### src/rtl/io_rail_dpd_ctrl.sv
module io_rail_dpd_ctrl #(
  parameter int ADDR_W = 12,
  parameter int RAILS  = 30,
  parameter int TIM_W  = 16
) (
  input  logic                 pclk,
  input  logic                 presetn,
  input  logic                 psel,
  input  logic                 penable,
  input  logic                 pwrite,
  input  logic [ADDR_W-1:0]    paddr,
  input  logic [31:0]          pwdata,
  output logic [31:0]          prdata,
  output logic [2*RAILS-1:0]   pad_dpd
);
  localparam logic [ADDR_W-1:0] A_SAMP = ADDR_W'(12'h020);
  localparam logic [ADDR_W-1:0] A_REQ0 = ADDR_W'(12'h1B8);
  localparam logic [ADDR_W-1:0] A_ST0  = ADDR_W'(12'h1BC);
  localparam logic [ADDR_W-1:0] A_REQ1 = ADDR_W'(12'h1C0);
  localparam logic [ADDR_W-1:0] A_ST1  = ADDR_W'(12'h1C4);
  localparam logic [ADDR_W-1:0] A_TIM  = ADDR_W'(12'h1C8);
  localparam logic [1:0] C_LEAVE = 2'd1;
  localparam logic [1:0] C_ENTER = 2'd2;
  localparam int PADW = 30 - RAILS;

  logic             samp_en;
  logic [TIM_W-1:0] tim, cnt;
  logic [RAILS-1:0] sel0, sel1, stat0, stat1;
  logic             busy, act_bank, pend_v, pend_bank;
  logic [1:0]       act_code, pend_code;
  logic [RAILS-1:0] act_mask, pend_mask;

  logic             wr, wr_req0, wr_req1, samp_wr, acc, done, free;
  logic [1:0]       in_code;
  logic [TIM_W-1:0] tim_eff;
  logic [1:0]       code0_rd, code1_rd;

  assign wr      = psel & penable & pwrite;
  assign wr_req0 = wr && paddr == A_REQ0;
  assign wr_req1 = wr && paddr == A_REQ1;
  assign samp_wr = wr && paddr == A_SAMP;
  assign in_code = pwdata[31:30];
  assign acc     = (wr_req0 | wr_req1) && samp_en && (in_code == C_LEAVE || in_code == C_ENTER);
  assign done    = busy && cnt == TIM_W'(1);
  assign free    = !busy || done;
  assign tim_eff = (tim == '0) ? TIM_W'(1) : tim;
  assign pad_dpd = {stat1, stat0};

  assign code0_rd = (busy && !act_bank) ? act_code :
                    (pend_v && !pend_bank) ? pend_code : 2'd0;
  assign code1_rd = (busy && act_bank) ? act_code :
                    (pend_v && pend_bank) ? pend_code : 2'd0;

  always_ff @(posedge pclk or negedge presetn) begin
    if (!presetn) begin
      samp_en   <= 1'b0;
      tim       <= '0;
      cnt       <= '0;
      sel0      <= '0;
      sel1      <= '0;
      stat0     <= '0;
      stat1     <= '0;
      busy      <= 1'b0;
      act_bank  <= 1'b0;
      act_code  <= 2'd0;
      act_mask  <= '0;
      pend_v    <= 1'b0;
      pend_bank <= 1'b0;
      pend_code <= 2'd0;
      pend_mask <= '0;
    end else begin
      if (wr && paddr == A_TIM) tim <= pwdata[TIM_W-1:0];
      if (wr_req0) sel0 <= pwdata[RAILS-1:0];
      if (wr_req1) sel1 <= pwdata[RAILS-1:0];

      if (samp_wr)   samp_en <= pwdata[0];
      else if (done) samp_en <= 1'b0;

      if (done) begin
        if (act_bank) stat1 <= (act_code == C_ENTER) ? (stat1 | act_mask) : (stat1 & ~act_mask);
        else          stat0 <= (act_code == C_ENTER) ? (stat0 | act_mask) : (stat0 & ~act_mask);
      end

      if (free) begin
        if (pend_v) begin
          busy     <= 1'b1;
          cnt      <= tim_eff;
          act_bank <= pend_bank;
          act_code <= pend_code;
          act_mask <= pend_mask;
          pend_v   <= acc;
          if (acc) begin
            pend_bank <= wr_req1;
            pend_code <= in_code;
            pend_mask <= pwdata[RAILS-1:0];
          end
        end else if (acc) begin
          busy     <= 1'b1;
          cnt      <= tim_eff;
          act_bank <= wr_req1;
          act_code <= in_code;
          act_mask <= pwdata[RAILS-1:0];
        end else begin
          busy <= 1'b0;
        end
      end else begin
        cnt <= cnt - TIM_W'(1);
        if (acc) begin
          pend_v    <= 1'b1;
          pend_bank <= wr_req1;
          pend_code <= in_code;
          pend_mask <= pwdata[RAILS-1:0];
        end
      end
    end
  end

  always_comb begin
    prdata = 32'd0;
    if (psel) begin
      case (paddr)
        A_SAMP: prdata = {31'd0, samp_en};
        A_REQ0: prdata = {code0_rd, {PADW{1'b0}}, sel0};
        A_ST0:  prdata = {2'd0, {PADW{1'b0}}, stat0};
        A_REQ1: prdata = {code1_rd, {PADW{1'b0}}, sel1};
        A_ST1:  prdata = {2'd0, {PADW{1'b0}}, stat1};
        A_TIM:  prdata = {{(32-TIM_W){1'b0}}, tim};
        default: prdata = 32'd0;
      endcase
    end
  end
endmodule

### config.mk
export PLATFORM = sky130hd
export DESIGN_NAME = io_rail_dpd_ctrl
export DESIGN_NICKNAME = d
export VERILOG_FILES = /design/src/rtl/io_rail_dpd_ctrl.sv
export SDC_FILE = /design/constraint.sdc
export NUM_CORES = 1
export LEC_CHECK = 0
export ABC_AREA = 1
export BUFFER_PORTS_ARGS = -buffer_cell sky130_fd_sc_hd__buf_4
export CAP_MARGIN = 20
export CORE_ASPECT_RATIO = 1.1
export CORE_UTILIZATION = 30
export CTS_BUF_LIST = sky130_fd_sc_hd__clkbuf_8
export CTS_CLUSTER_SIZE = 25
export DETAILED_ROUTE_END_ITERATION = 10
export GPL_ROUTABILITY_DRIVEN = 1
export PLACE_DENSITY = 0.44
export SKIP_LAST_GASP = 1
export SYNTH_ARGS = -nofsm -noshare
export SYNTH_HDL_FRONTEND = slang
export SYNTH_SLANG_ARGS = --single-unit
### constraint.sdc
create_clock -name pclk -period 2.6 [get_ports pclk]
set_clock_uncertainty 0.1 [all_clocks]
set_input_delay 0.52 -clock pclk [delete_from_list [all_inputs] [get_ports pclk]]
set_output_delay 0.52 -clock pclk [all_outputs]
set_load 0.01 [all_outputs]
# --- Word level (Yosys, flattened, before mapping) ---
# Cells that the tools add are included.
totals:
  ff_bits: 221
  inputBits: 49
  out_inout_bits: 92
  word_cells: 94
classes:
  addsub: 1
  eq_ne: 12
  mux: 34
  n_bitwise: 9
  reduce_logical: 23
op_table:
  columns: ["cell", "count"]
  rows:
  - ["2-to-1 mux 30 bit", 7]
  - ["one-hot mux 32 bit (6 select lines)", 1]
  - ["2-to-1 mux 16 bit", 4]
  - ["bitwise AND 30 bit", 2]
  - ["equality test 12 x 9 -> 1 bit, second input constant", 5]
  - ["bitwise OR 30 bit", 2]
  - ["2-to-1 mux 32 bit", 1]
  - ["inverter 30 bit", 1]
  - ["2-to-1 mux 2 bit", 9]
  - ["equality test 16 x 1 -> 1 bit, second input constant", 1]
  - ["zero test 16 bit", 1]
  - ["subtractor 16 x 1 -> 16 bit, second input constant", 1]
  - ["equality test 12 x 6 -> 1 bit, second input constant", 1]
  - ["2-to-1 mux 1 bit", 12]
  - ["logical AND 1 bit", 11]
  - ["AND reduction 2 bit", 3]
  - ["nonzero test 2 bit", 3]
  - ["equality test 2 bit, second input constant", 2]
  - ["zero test 1 bit", 3]
  - ["!= test 3 bit, second input constant", 1]
  - ["bitwise AND 1 bit", 2]
  - ["equality test 2 x 1 -> 1 bit, second input constant", 1]
  - ["logical OR 1 bit", 2]
  - ["!= test 2 bit, second input constant", 1]
  - ["other kinds (2)", 2]

# --- Depth between registers and ports, before layout ---
depth:
  ltp_word: 9
  depth_mapped: 12
  depth_no_buf: 11

# --- Worst setup path before layout ---
# Ideal clock, no wire load.
synth_path:
  path_type: "input to output"
  from: "input port paddr[10]"
  to: "output port prdata[0]"
  arrival_time_ps: 1580
  required_ps: 1980
  setup_slack_ps: 400
  path_stages: 10
  path_buffers: 1
  path_cell_list: "inv_1 -> nand2_1 -> nor2_4 -> nand2_1 -> nor2_4 -> buf_4 -> nand2_1 -> nand2_1 -> inv_1 -> a21oi_1"
synth_via:
  elab_chain_len: 3
synth_lines:
  columns: ["item", "line_no", "source"]
  rows:
  - ["start, declared", "11", "input logic [ADDR_W-1:0] paddr,"]
  - ["equality test 12 x 9 -> 1 bit or equality test 12 x 6 -> 1 bit (tied branches)", "121", "case (paddr)"]
  - ["one-hot mux 32 bit (6 select lines) *", "121", null]
  - ["2-to-1 mux 32 bit *", "120", "if (psel) begin"]
  - ["end, declared", "13", "output logic [31:0] prdata,"]
# Every way passes the cells marked *; elsewhere a longest branch is shown, timed or not.

# --- Worst setup path in the final report ---
layout_path:
  from: "input port paddr[0]"
  to: "output port prdata[7]"
# The elaborated chain is that of the path after synthesis.

==> impl_metrics.env <==
export IMPL_outcome="finished, violations left"
export IMPL_failed_checks="setup timing"
export IMPL_fin_hold_ws_ns=0.0596
export IMPL_startpoint_type="primary input"
export IMPL_crit_buf_inv=7
export IMPL_peakVddDrop_mv=0.333
export IMPL_cp_top_family="buffers and inverters"
export IMPL_diodes=0
export IMPL_synth_nets=1638
export IMPL_synth_seq_cells=221
export IMPL_finalMaxSlewViolations=0
export IMPL_worstSetupPathType="primary input to primary output"
export IMPL_rsz0062_at_grt="true"
export IMPL_finalWorstSetupSlack_ns=-0.0116
export IMPL_p_sw_uw=1850
export IMPL_required_ns=1.98
export IMPL_dr_pass1_iters=8
export IMPL_cp_max_fo=7
export IMPL_synthAdderAreaFrac_pct=0.218
export IMPL_grt_pass1_vias=10714
export IMPL_root_buffer="clkbuf_8"
export IMPL_hold_viol=0
export IMPL_tritoncts="built"
export IMPL_crit_cells=14
export IMPL_register_area_um2=5530
export IMPL_coreArea_um2=37400
export IMPL_layout_drive_gt1_share_pct=20.4
export IMPL_syn_cell_area_um2=11500
export IMPL_wl_per_cell_um=18.1
export IMPL_vias=10707
export IMPL_clk_latency_ns=0.60
export IMPL_nNetsFinal=1832
export IMPL_synth_compound_area_share_pct=9.19
export IMPL_via_per_inst=4.64
export IMPL_sequentialPowerShare_pct=47.0
export IMPL_synth_avg_cell_area_um2=7.24
export IMPL_synth_warnings=0
export IMPL_leakage_uw=0.00817
export IMPL_switching_share_pct=25.2
export IMPL_fin_crit_ns=2.61
export IMPL_dieArea_um2=39100
export IMPL_layout_commonest_cell="nand2_1"
export IMPL_drt_initial_drc_count=651
export IMPL_grt_start_max_net_pins=61
export IMPL_crit_path_top_delay_cell="nor2_4"
export IMPL_antenna_found_initial=0
export IMPL_synth_top_family_by_area="simple AND/OR/NAND/NOR gates"
export IMPL_cp_common_cell="buf_4"
export IMPL_die_width_um=189
export IMPL_grt_pass1_wl_mm=64.1
export IMPL_port_buffers=140
export IMPL_synth_cell_types=28
export IMPL_clock_sinks=221
export IMPL_internal_power_uw=5480
export IMPL_layout_common_cells="559 x nand2_1, 219 x dfrtp_1, 194 x inv_1, 189 x buf_4, 141 x nand3_1"
export IMPL_globalplace_congestion=0.852
export IMPL_yosysSeqAreaShare_pct=48.1
export IMPL_layoutNonFillerInstCount=2308
export IMPL_clk_pin_slew_ns=0.06
export IMPL_numCtsBuffers=45
export IMPL_ios=141
export IMPL_min_path_cells=3
export IMPL_yosys_area_share_simple_pct=32.0
export IMPL_multi_input_area_um2=5010
export IMPL_crit_arrival_ns=1.99
export IMPL_slowest_delay_ns=0.17
export IMPL_relSlewSlack_pct=60.5
export IMPL_drc=0
export IMPL_rows=74
export IMPL_grt_overflow_total=0
export IMPL_max_slew_worst_pin_slew_ns=0.590
export IMPL_timing_final_crit_share_pct=100
export IMPL_h_tree_depth=2
export IMPL_cp_cell_sequence="buf_4 > inv_2 > nand2_4 > nor2_4 > inv_4 > nor2_4 > buf_6 > buf_12 > buf_4 > nand2_1 > nand3_2 > nor2_1 > nor2_1 > buf_4"
export IMPL_postRouteAntennaNets=0
export IMPL_fillers=4000
export IMPL_areaGrowthSynthToFinish_pct=28.9
export IMPL_cellPowerDensity_nw_per_um2=495
export IMPL_endpoint_kind="primary output"
export IMPL_start_util_pct=30.7
export IMPL_hold_path_class="primary input to flip-flop"
export IMPL_max_freq_ghz=0.383
export IMPL_finalSetupViolations=1
export IMPL_dp_cells=2204
export IMPL_syn_inst=1587
export IMPL_drt_wl_total_mm=41.7
export IMPL_clk_path_buf_depth=3
export IMPL_synth_area_mux_share_pct=0
export IMPL_comb_power_share_pct=3.8
export IMPL_clock_power_share_pct=49.2
export IMPL_r2r_cells=8
export IMPL_floorplan_die_height_um=207
export IMPL_cap_viol_max_count=0
export IMPL_track_usage_pct=21.6
export IMPL_synth_xor_xnor_area_share_pct=0.534
export IMPL_dp_hpwl_mm=28.8
## worst register-to-register path, stage by stage, from the launching register on
cell	delay (ns)
dfrtp_1	0.42
nor2_1	0.17
nand2_1	0.11
nor2_4	0.14
nand2_2	0.14
nand2_4	0.23
nand2_4	0.11
nand2_4	0.36
o21ai_0	0.16
## layer usage
metal	share of wire, %	global-route usage, %
met1	41	25.6
met4	4.2	9.90
met3	4.0	3.43
met5	0	0
met2	50	38.1
## through the flow
step | area (um^2) | power [uW] | worst slack (ns) | util (%) | setup TNS [ns]
floorplan | 11500 | 3560 | 0.400 | - | 0
global route | 14800 | 7620 | -0.0980 | 39.6 | -2.17
global placement | 13400 | 3770 | -0.0923 | 35.8 | -0.807
detailed placement | 13400 | 3770 | -0.0915 | 35.8 | -1.05
CTS | 14700 | 7460 | -0.00350 | 39.2 | -0.00633
finish | 14800 | 7330 | -0.0116 | 39.6 | -0.0116
## cell type report
cell class	instances	share of cell area, %
Sequential cell	221	37.3
Inverter	189	4.95
Clock inverter	24	0.802
Multi-Input combinational cell	1100	33.8
Timing Repair Buffer	224	13.7
Tap cell	494	4.17
Clock buffer	56	5.20
## timing repair
item / CTS / global route
hold buffers: 1 / 0
pin swaps: 20 / 25
buffers inserted: 15 / 6
resized for setup: 42 / 47
gates cloned: 3 / 0
hold endpoints to repair: 46 / 0
endpoints found under the setup margin: 32 / 32
## worst paths after layout
path | slack (ns) | to | from
worst min-delay path | 0.06 | pend_mask[24]$_DFFE_PN0P_ | pwdata[24]
min in group asynchronous | 0.35 | cnt[5]$_DFFE_PN0P_ | presetn
worst min register to register | 0.37 | pend_mask[28]$_DFFE_PN0P_ | pend_mask[28]$_DFFE_PN0P_
worst max-delay path | -0.01 | prdata[7] | paddr[0]
worst max register to register | 0.53 | pend_v$_DFFE_PN0P_ | cnt[11]$_DFFE_PN0P_
max in group asynchronous | 1.32 | busy$_DFFE_PN0N_ | presetn
## power by group through the flow
| stage | Clock, uW | Combinational (uW) | Sequential [uW] |
|---|---|---|---|
| after floorplan | 0 | 53.0 | 3510 |
| after global placement | 0 | 266 | 3510 |
| after detailed placement | 0 | 267 | 3510 |
| after CTS | 3730 | 278 | 3450 |
| after global routing | 3860 | 309 | 3440 |
| final | 3610 | 276 | 3450 |
## cells by family after synthesis
kind of cell    Yosys count
flops                   221
xor+xnor                  7
compound gates          211
simple gates            880
buf+inv                 266
fa+ha+maj                 2
## cells in the mapped netlist
master	instances	area, um^2
a21oi_1	2	10.0
buf_1	2	7.51
buf_2	23	115
buf_4	12	90.1
buf_6	9	101
clkbuf_1	31	116
clkinv_2	1	5.00
clkinv_4	1	8.76
dfrtp_1	221	5530
ha_1	2	25.0
inv_1	181	679
inv_2	6	22.5
nand2_1	579	2170
nand2_2	5	31.3
nand2_4	7	78.8
nand3_1	150	751
nand3_2	2	20.0
nand3b_1	8	60.1
nand4_1	4	25.0
nor2_1	113	424
nor2_2	3	18.8
nor2_4	7	78.8
nor3_1	1	5.00
o21ai_0	148	741
o21ai_1	61	305
or2_2	1	6.26
xnor2_1	2	17.5
xor2_1	5	43.8
Power figures use the tool's default switching activity.
